--- config.mk ---
export PLATFORM = sky130hd
export DESIGN_NAME = pingpong_swap_ctrl
export DESIGN_NICKNAME = d
export VERILOG_FILES = /design/src/rtl/pps_pkg.sv /design/src/rtl/pps_side_flag.sv /design/src/rtl/pps_role_map.sv /design/src/rtl/pps_swap_seq.sv /design/src/rtl/pingpong_swap_ctrl.sv
export SDC_FILE = /design/constraint.sdc
export NUM_CORES = 1
export LEC_CHECK = 0
export CAP_MARGIN = 0
export CORE_UTILIZATION = 39
export DETAILED_ROUTE_END_ITERATION = 12
export PLACE_DENSITY_LB_ADDON = 0.3
export SYNTH_ARGS = -nofsm -noshare
export SYNTH_HDL_FRONTEND = slang
export SYNTH_SLANG_ARGS = --single-unit
--- constraint.sdc ---
create_clock -name clk -period 1.8 [get_ports clk]
set_clock_uncertainty 0.1 [all_clocks]
set_input_delay 0.36 -clock clk [delete_from_list [all_inputs] [get_ports clk]]
set_output_delay 0.36 -clock clk [all_outputs]
set_load 0.05 [all_outputs]
--- src/rtl/pps_pkg.sv ---
package pps_pkg;
   typedef enum logic {BUF_ZERO = 1'b0, BUF_ONE = 1'b1} buf_id_t;
   localparam int unsigned NUM_ROLES  = 2;
   localparam int unsigned ROLE_FILL  = 0;
   localparam int unsigned ROLE_DRAIN = 1;
endpackage

--- src/rtl/pps_side_flag.sv ---
module pps_side_flag #(
   parameter bit INIT_SET = 1'b0
) (
   input  logic clk,
   input  logic rst_n,
   input  logic done,
   input  logic swap,
   output logic flag
);
   // an exchange wins over a completion pulse in the same cycle
   always_ff @(posedge clk) begin
      if (!rst_n)    flag <= INIT_SET;
      else if (swap) flag <= 1'b0;
      else if (done) flag <= 1'b1;
   end
endmodule

--- src/rtl/pps_role_map.sv ---
module pps_role_map
   import pps_pkg::*;
(
   input  logic    dma_fills,
   input  logic    cpu_done,
   input  logic    dma_done,
   input  logic    fill_flag,
   input  logic    drain_flag,
   input  buf_id_t fill_sel,
   output logic    fill_done,
   output logic    drain_done,
   output logic    cpu_wait,
   output logic    dma_wait,
   output logic    cpu_buf,
   output logic    dma_buf
);
   logic drain_sel;

   always_comb begin
      drain_sel = ~fill_sel;
      if (dma_fills) begin
         fill_done  = dma_done;
         drain_done = cpu_done;
         dma_wait   = fill_flag;
         cpu_wait   = drain_flag;
         dma_buf    = fill_sel;
         cpu_buf    = drain_sel;
      end else begin
         fill_done  = cpu_done;
         drain_done = dma_done;
         cpu_wait   = fill_flag;
         dma_wait   = drain_flag;
         cpu_buf    = fill_sel;
         dma_buf    = drain_sel;
      end
   end
endmodule

--- src/rtl/pps_swap_seq.sv ---
module pps_swap_seq
   import pps_pkg::*;
#(
   parameter int unsigned CNT_W = 16
) (
   input  logic             clk,
   input  logic             rst_n,
   input  logic             fill_flag,
   input  logic             drain_flag,
   output logic             swap,
   output buf_id_t          fill_sel,
   output logic             start,
   output logic [CNT_W-1:0] cnt
);
   localparam logic [CNT_W-1:0] CNT_ONE = CNT_W'(1);

   assign swap = fill_flag & drain_flag;

   always_ff @(posedge clk) begin
      if (!rst_n) begin
         fill_sel <= BUF_ZERO;
         start    <= 1'b0;
         cnt      <= '0;
      end else begin
         start <= swap;
         if (swap) begin
            fill_sel <= (fill_sel == BUF_ZERO) ? BUF_ONE : BUF_ZERO;
            cnt      <= cnt + CNT_ONE;
         end
      end
   end
endmodule

--- src/rtl/pingpong_swap_ctrl.sv ---
module pingpong_swap_ctrl
   import pps_pkg::*;
#(
   parameter int unsigned CNT_W = 16
) (
   input  logic             clk,
   input  logic             rst_n,
   input  logic             dma_fills,
   input  logic             cpu_done,
   input  logic             dma_done,
   output logic             cpu_buf,
   output logic             dma_buf,
   output logic             cpu_start,
   output logic             dma_start,
   output logic             cpu_wait,
   output logic             dma_wait,
   output logic             stall,
   output logic [CNT_W-1:0] swap_cnt
);
   generate
      if (CNT_W < 1 || CNT_W > 32) begin : g_bad_width
         $error("pingpong_swap_ctrl: CNT_W must lie in 1..32");
      end
   endgenerate

   logic [NUM_ROLES-1:0] role_done;
   logic [NUM_ROLES-1:0] role_flag;
   logic                 swap;
   logic                 start;
   buf_id_t              fill_sel;

   // one completion latch per role; the drain role starts out as already drained
   generate
      for (genvar r = 0; r < NUM_ROLES; r++) begin : g_role
         pps_side_flag #(
            .INIT_SET (r == ROLE_DRAIN)
         ) u_flag (
            .clk   (clk),
            .rst_n (rst_n),
            .done  (role_done[r]),
            .swap  (swap),
            .flag  (role_flag[r])
         );
      end
   endgenerate

   pps_role_map u_map (
      .dma_fills  (dma_fills),
      .cpu_done   (cpu_done),
      .dma_done   (dma_done),
      .fill_flag  (role_flag[ROLE_FILL]),
      .drain_flag (role_flag[ROLE_DRAIN]),
      .fill_sel   (fill_sel),
      .fill_done  (role_done[ROLE_FILL]),
      .drain_done (role_done[ROLE_DRAIN]),
      .cpu_wait   (cpu_wait),
      .dma_wait   (dma_wait),
      .cpu_buf    (cpu_buf),
      .dma_buf    (dma_buf)
   );

   pps_swap_seq #(
      .CNT_W (CNT_W)
   ) u_seq (
      .clk        (clk),
      .rst_n      (rst_n),
      .fill_flag  (role_flag[ROLE_FILL]),
      .drain_flag (role_flag[ROLE_DRAIN]),
      .swap       (swap),
      .fill_sel   (fill_sel),
      .start      (start),
      .cnt        (swap_cnt)
   );

   assign cpu_start = start;
   assign dma_start = start;
   assign stall     = |role_flag;
endmodule

==> results of run 1 <==
-- flip-flops by register name, summed over array words and instances, names as in the netlist --
signal and count:
g_role.u_flag.flag 2, u_seq.cnt 16, u_seq.fill_sel 1, u_seq.start 1
-- final cells by class --
| cell class | instances | area, um2 |
|---|---|---|
| Inverter | 4 | 18.8 |
| Clock buffer | 4 | 36.3 |
| Multi-Input combinational cell | 77 | 514 |
| Sequential cell | 20 | 403 |
| Tap cell | 28 | 35.0 |
| Timing Repair Buffer | 33 | 307 |
| Fill cell | 215 | 941 |
-- cells by family after synthesis --
logic type	share of synthesized area
simple gates	0.292
flops	0.425
xor+xnor	0.121
compound gates	0.0651
buf+inv	0.0491
mux	0.0345
fa+ha+maj	0.0133
-- tightest hold or removal path, delay by kind of cell, from the launching register on --
| kind | cells | cell delay (ns) |
|---|---|---|
| simple gates | 1 | 0.06 |
| flops | 1 | 0.34 |
| mux | 1 | 0.06 |
-- routing by layer --
| layer | routed length, um | up-vias | GRT usage |
|---|---|---|---|
| met2 | 924 | 25 | 0.283 |
| met5 | 0 | - | 0 |
| met4 | 50 | 0 | 0.0972 |
| met1 | 795 | 370 | 0.185 |
| li1 | - | 425 | - |
| met3 | 86 | 5 | 0.0327 |
-- how the worst max path moves through the flow --
stage / to / slack (ns) / depth (start not counted) / from
final: cpu_wait / 0.06 / 3 / dma_fills
after global routing: dma_wait / 0.0005 / 3 / dma_fills
after CTS: dma_wait / 0.05 / 3 / dma_fills
after detailed placement: dma_wait / -0.22 / 3 / dma_fills
after global placement: dma_wait / -0.20 / 3 / dma_fills
after floorplan: dma_buf / -0.01 / 3 / dma_fills
-- power groups by stage --
| stage | registers, W | clock network (W) | logic (W) |
|---|---|---|---|
| floorplan | 0.000501 | 0 | 0.000123 |
| global placement | 0.000483 | 0 | 0.000235 |
| detailed placement | 0.000483 | 0 | 0.000237 |
| CTS | 0.000474 | 0.000274 | 0.000237 |
| global route | 0.000476 | 0.000294 | 0.000247 |
| finish | 0.000473 | 0.000262 | 0.000234 |
-- synth_stat cells --
| library cell | count | share of area |
|---|---|---|
| a211oi_1 | 2 | 0.016 |
| a21o_1 | 1 | 0.0080 |
| a21oi_1 | 4 | 0.021 |
| a31o_2 | 1 | 0.0093 |
| and2_1 | 3 | 0.020 |
| and2_2 | 1 | 0.0080 |
| and3_1 | 1 | 0.0066 |
| and4_1 | 2 | 0.019 |
| and4_2 | 1 | 0.011 |
| and4_4 | 1 | 0.012 |
| buf_2 | 1 | 0.0053 |
| buf_4 | 1 | 0.0080 |
| buf_6 | 1 | 0.012 |
| clkbuf_1 | 2 | 0.0080 |
| clkinv_1 | 1 | 0.0040 |
| dfxtp_1 | 20 | 0.42 |
| ha_1 | 1 | 0.013 |
| inv_1 | 3 | 0.012 |
| mux2_2 | 2 | 0.024 |
| mux2i_1 | 1 | 0.011 |
| nand2_1 | 6 | 0.024 |
| nand2_2 | 1 | 0.0066 |
| nand2b_1 | 1 | 0.0066 |
| nand3_1 | 5 | 0.027 |
| nand4_1 | 6 | 0.040 |
| nand4_2 | 1 | 0.013 |
| nor2_1 | 14 | 0.056 |
| nor2b_1 | 2 | 0.013 |
| nor3_1 | 2 | 0.011 |
| nor4_1 | 1 | 0.0066 |
| o21ai_0 | 2 | 0.011 |
| or2_2 | 1 | 0.0066 |
| or3_1 | 1 | 0.0066 |
| xnor2_1 | 4 | 0.037 |
| xor2_1 | 9 | 0.084 |
-- through the flow --
stage	std cells	utilization	hold WS, ns
3_5_place_dp	162	0.567	0.367
3_3_place_gp	162	0.567	0.357
4_1_cts	166	0.583	0.391
2_1_floorplan	106	-	0.336
5_1_grt	166	0.583	0.414
6_report	166	0.583	0.386
-- what timing repair did --
action / CTS / global route
setup endpoints to repair: 4 / 0
setup buffers: 0 / 0
gates resized for setup: 1 / 0
==> results.sh, run 1 <==
export IMPL_rsz0062_at_grt="no"
export IMPL_grt_pass1_wl_um=3110
export IMPL_areaGrowthSynthToFinish_pct=39.4
export IMPL_reg2reg_to="u_seq.cnt[15]$_SDFFE_PN0P_"
export IMPL_hp_class="reg -> reg"
export IMPL_final_cell_mix="buf_4 (25), dfxtp_1 (18), nor2_1 (14)"
export IMPL_maxCapViolCount=0
export IMPL_reg2reg_depth=4
export IMPL_whs_endpoint="u_seq.cnt[15]$_SDFFE_PN0P_"
export IMPL_fin_area_um2=1310
export IMPL_crit_fanout=4
export IMPL_wl_per_cell_um=11.2
export IMPL_postPlaceCellArea_um2=1280
export IMPL_overflow=0
export IMPL_max_slew_margin_rel=0.729
export IMPL_drv_slew=0
export IMPL_setup_viol=0
export IMPL_clock_latency_ns=0.30
export IMPL_ios=28
export IMPL_hp_start="u_seq.cnt[15]$_SDFFE_PN0P_"
export IMPL_hold_buffers=0
export IMPL_drcViolationCount=0
export IMPL_ys_warn_count=0
export IMPL_peakVddDrop_v=0.000518
export IMPL_grt_util_all_layers=0.164
export IMPL_layout_commonest_cell="buf_4"
export IMPL_drive_above_1_share=0.333
export IMPL_die_w_um=51.2
export IMPL_cts_sinks=20
export IMPL_syn_avg_cell_area_um2=8.89
export IMPL_finalHoldViolCount=0
export IMPL_coreArea_um2=2250
export IMPL_syn_nets=112
export IMPL_cts_buffers=3
export IMPL_cp_end_kind="output pin"
export IMPL_seq_power_share=0.488
export IMPL_synth_area_um2=942
export IMPL_rows=17
export IMPL_netlist_instances=106
export IMPL_htreeDepth=1
export IMPL_dieArea_um2=2620
export IMPL_ys_ff_latch=20
export IMPL_slowest_stage="mux2_2"
export IMPL_cts_root_buffer="clkbuf_4"
export IMPL_p_clk_frac=0.270
export IMPL_fin_tns_setup_ns=0
export IMPL_crit_family="buffers and inverters"
export IMPL_reg2reg_from="u_seq.cnt[6]$_SDFFE_PN0P_"
export IMPL_grt_max_degree=19
export IMPL_leakage_nw=0.531
export IMPL_crit_buf_inv=2
export IMPL_antenna_found_initial=0
export IMPL_dr_pass1_iters=4
export IMPL_cp_start_kind="input pin"
export IMPL_total_power_w=0.000970
export IMPL_path_cells="dlygate4sd2_1 > mux2_2 > buf_4"
export IMPL_critPathMaxStageDelay_ns=0.37
export IMPL_cp_required_ns=1.34
export IMPL_via_per_inst=4.97
export IMPL_synthDistinctLibCells=35
export IMPL_gp_congestion=0.769
export IMPL_portBuffers=27
export IMPL_power_switching_w=0.000289
export IMPL_power_density_nw_per_um2=738
export IMPL_dp_hpwl_um=1420
export IMPL_power_frac_comb=0.241
export IMPL_clock_path_buffers=2
export IMPL_worst_ep_arrival_time_ns=1.28
export IMPL_antenna_left=0
export IMPL_p_int_w=0.000681
export IMPL_post_route_min_period_ns=1.74
export IMPL_drtIter0Drc=16
export IMPL_cts_tree="done"
export IMPL_path_class="in -> out"
export IMPL_start_util=0.418
export IMPL_status="complete, no violations"
export IMPL_fmax_mhz=574
export IMPL_tightest_slew_ns=0.403
export IMPL_routed_wirelength_um=1860
export IMPL_pre_cts_ws_ns=-0.223
export IMPL_antenna_cells=0
export IMPL_layout_setup_ws_ns=0.0573
export IMPL_vias=825
export IMPL_switching_share=0.298
export IMPL_die_height_um=51.2
export IMPL_r2r_setup_slack_ns=0.21
export IMPL_min_path_cells=2
export IMPL_synth_yosys_seq_area_share=0.425
export IMPL_nNetsFinal=145
export IMPL_period_share=0.968
export IMPL_grt_pass1_vias=741
export IMPL_path_clk_slew_ns=0.11
Power figures use the tool's default switching activity.
==> inputs of run 2 (changes only) <==
- CELL_PAD_IN_SITES_DETAIL_PLACEMENT: not set -> 1
- CELL_PAD_IN_SITES_GLOBAL_PLACEMENT: not set -> 2
- CORE_UTILIZATION: 39 -> 26
==> results.sh, run 2 (same netlist as run 1, synthesis figures left out) <==
export IMPL_status="complete, no violations"
export IMPL_cts_buffers=3
export IMPL_ios=28
export IMPL_fmax_mhz=571
export IMPL_dieArea_um2=3870
export IMPL_grt_pass1_wl_um=3960
export IMPL_power_density_nw_per_um2=683
export IMPL_crit_fanout=4
export IMPL_holdWs_ns=0.382
export IMPL_final_cell_mix="buf_4 (27), dfxtp_1 (18), nor2_1 (14)"
export IMPL_gp_congestion=0.682
export IMPL_multi_input_area_um2=514
export IMPL_regArea_um2=403
export IMPL_total_power_w=0.000927
export IMPL_largest_register="u_seq.cnt"
export IMPL_postPlaceCellArea_um2=1340
export IMPL_wl_met3_um=67
export IMPL_cp_required_ns=1.34
export IMPL_vias=855
export IMPL_critPathMaxStageDelay_ns=0.38
export IMPL_crit_buf_inv=2
export IMPL_wl_per_cell_um=12.2
export IMPL_period_share=0.974
export IMPL_final_cells=186
export IMPL_post_route_min_period_ns=1.75
export IMPL_path_class="in -> out"
export IMPL_rows=21
export IMPL_maxUsedRoutingLayer="met4"
export IMPL_cts_resized=1
export IMPL_grt_max_degree=11
export IMPL_die_w_um=62.2
export IMPL_fillCellCount=402
export IMPL_start_util=0.276
export IMPL_via_per_inst=4.60
export IMPL_overflow=0
export IMPL_drt_met1_wl_um=951
export IMPL_finalHoldViolCount=0
export IMPL_drtIter0Drc=16
export IMPL_setup_viol=0
export IMPL_drv_slew=0
export IMPL_cp_end_kind="output pin"
export IMPL_antenna_found_initial=0
export IMPL_areaGrowthSynthToFinish_pct=44.1
export IMPL_dr_wl_met2_um=1200
export IMPL_maxCapViolCount=0
export IMPL_cts_tree="done"
export IMPL_grt_util_all_layers=0.129
export IMPL_r2r_setup_slack_ns=0.23
export IMPL_fin_area_um2=1360
export IMPL_dp_hpwl_um=1810
export IMPL_post_place_cells=183
export IMPL_die_height_um=62.2
export IMPL_postCtsSetupRepairBufs=0
export IMPL_htreeDepth=1
export IMPL_drcViolationCount=0
export IMPL_worst_ep_arrival_time_ns=1.29
export IMPL_path_clk_slew_ns=0.11
export IMPL_dr_pass1_iters=4
export IMPL_hp_class="reg -> reg"
export IMPL_layout_commonest_cell="buf_4"
export IMPL_coreArea_um2=3420
export IMPL_grt_pass1_vias=889
export IMPL_path_cells="dlygate4sd2_1 > mux2_2 > buf_4"
export IMPL_hold_buffers=0
export IMPL_clock_path_buffers=2
export IMPL_routed_wirelength_um=2260
export IMPL_antenna_cells=0
export IMPL_leakage_nw=0.542
export IMPL_antenna_left=0
export IMPL_rsz0062_at_grt="no"
export IMPL_cts_root_buffer="clkbuf_4"
export IMPL_largest_reg_flops=16
export IMPL_crit_family="buffers and inverters"
export IMPL_max_slew_margin_rel=0.749
export IMPL_portBuffers=27
export IMPL_fin_tns_setup_ns=0
export IMPL_slowest_stage="mux2_2"
export IMPL_drive_above_1_share=0.343
export IMPL_clock_latency_ns=0.30
export IMPL_tightest_slew_ns=0.373
export IMPL_peakVddDrop_v=0.000281
export IMPL_cp_start_kind="input pin"
export IMPL_top_regs="u_seq.cnt x16, g_role.u_flag.flag x2"
export IMPL_nNetsFinal=148
export IMPL_cts_sinks=20
[run 2: report_power, final]
group | internal, W | switching [W] | total, W
registers | 0.000455 | 0.0000155 | 0.000471
clock network | 0.0000780 | 0.000133 | 0.000210
logic | 0.000106 | 0.000139 | 0.000245
total | 0.000640 | 0.000287 | 0.000927
[run 2: per-layer routing]
layer  track usage  vias to the layer above
met4        0.0698                        0
met2         0.238                       19
met1         0.141                      402
met3        0.0165                        4
met5             0                        -
li1              -                      430
[run 2: final cells by class]
cell class	count	share of cell area
tap	46	0.0424
timing repair buffer	36	0.252
multi-input combinational	77	0.379
inverter	4	0.0138
clock buffer	3	0.0166
sequential	20	0.297
[run 2: worst min-delay path, cell delays in order (launching register included)]
cell     delay (ns)
dfxtp_1        0.34
nand2_1        0.06
mux2i_1        0.05
[run 2: through the flow]
stage,utilization,setup WS (ns)
2_1_floorplan,-,-0.0126
3_3_place_gp,0.391,-0.203
3_5_place_dp,0.391,-0.232
4_1_cts,0.397,0.0357
5_1_grt,0.397,0.00886
6_report,0.397,0.0472
[run 2: worst paths after layout]
kind / depth (start not counted) / from / to
hold reg to reg: 2 / u_seq.cnt[15]$_SDFFE_PN0P_ / u_seq.cnt[15]$_SDFFE_PN0P_
setup reg to reg: 4 / u_seq.cnt[6]$_SDFFE_PN0P_ / u_seq.cnt[15]$_SDFFE_PN0P_
hold / removal: 2 / u_seq.cnt[15]$_SDFFE_PN0P_ / u_seq.cnt[15]$_SDFFE_PN0P_
setup / recovery: 3 / dma_fills / dma_wait
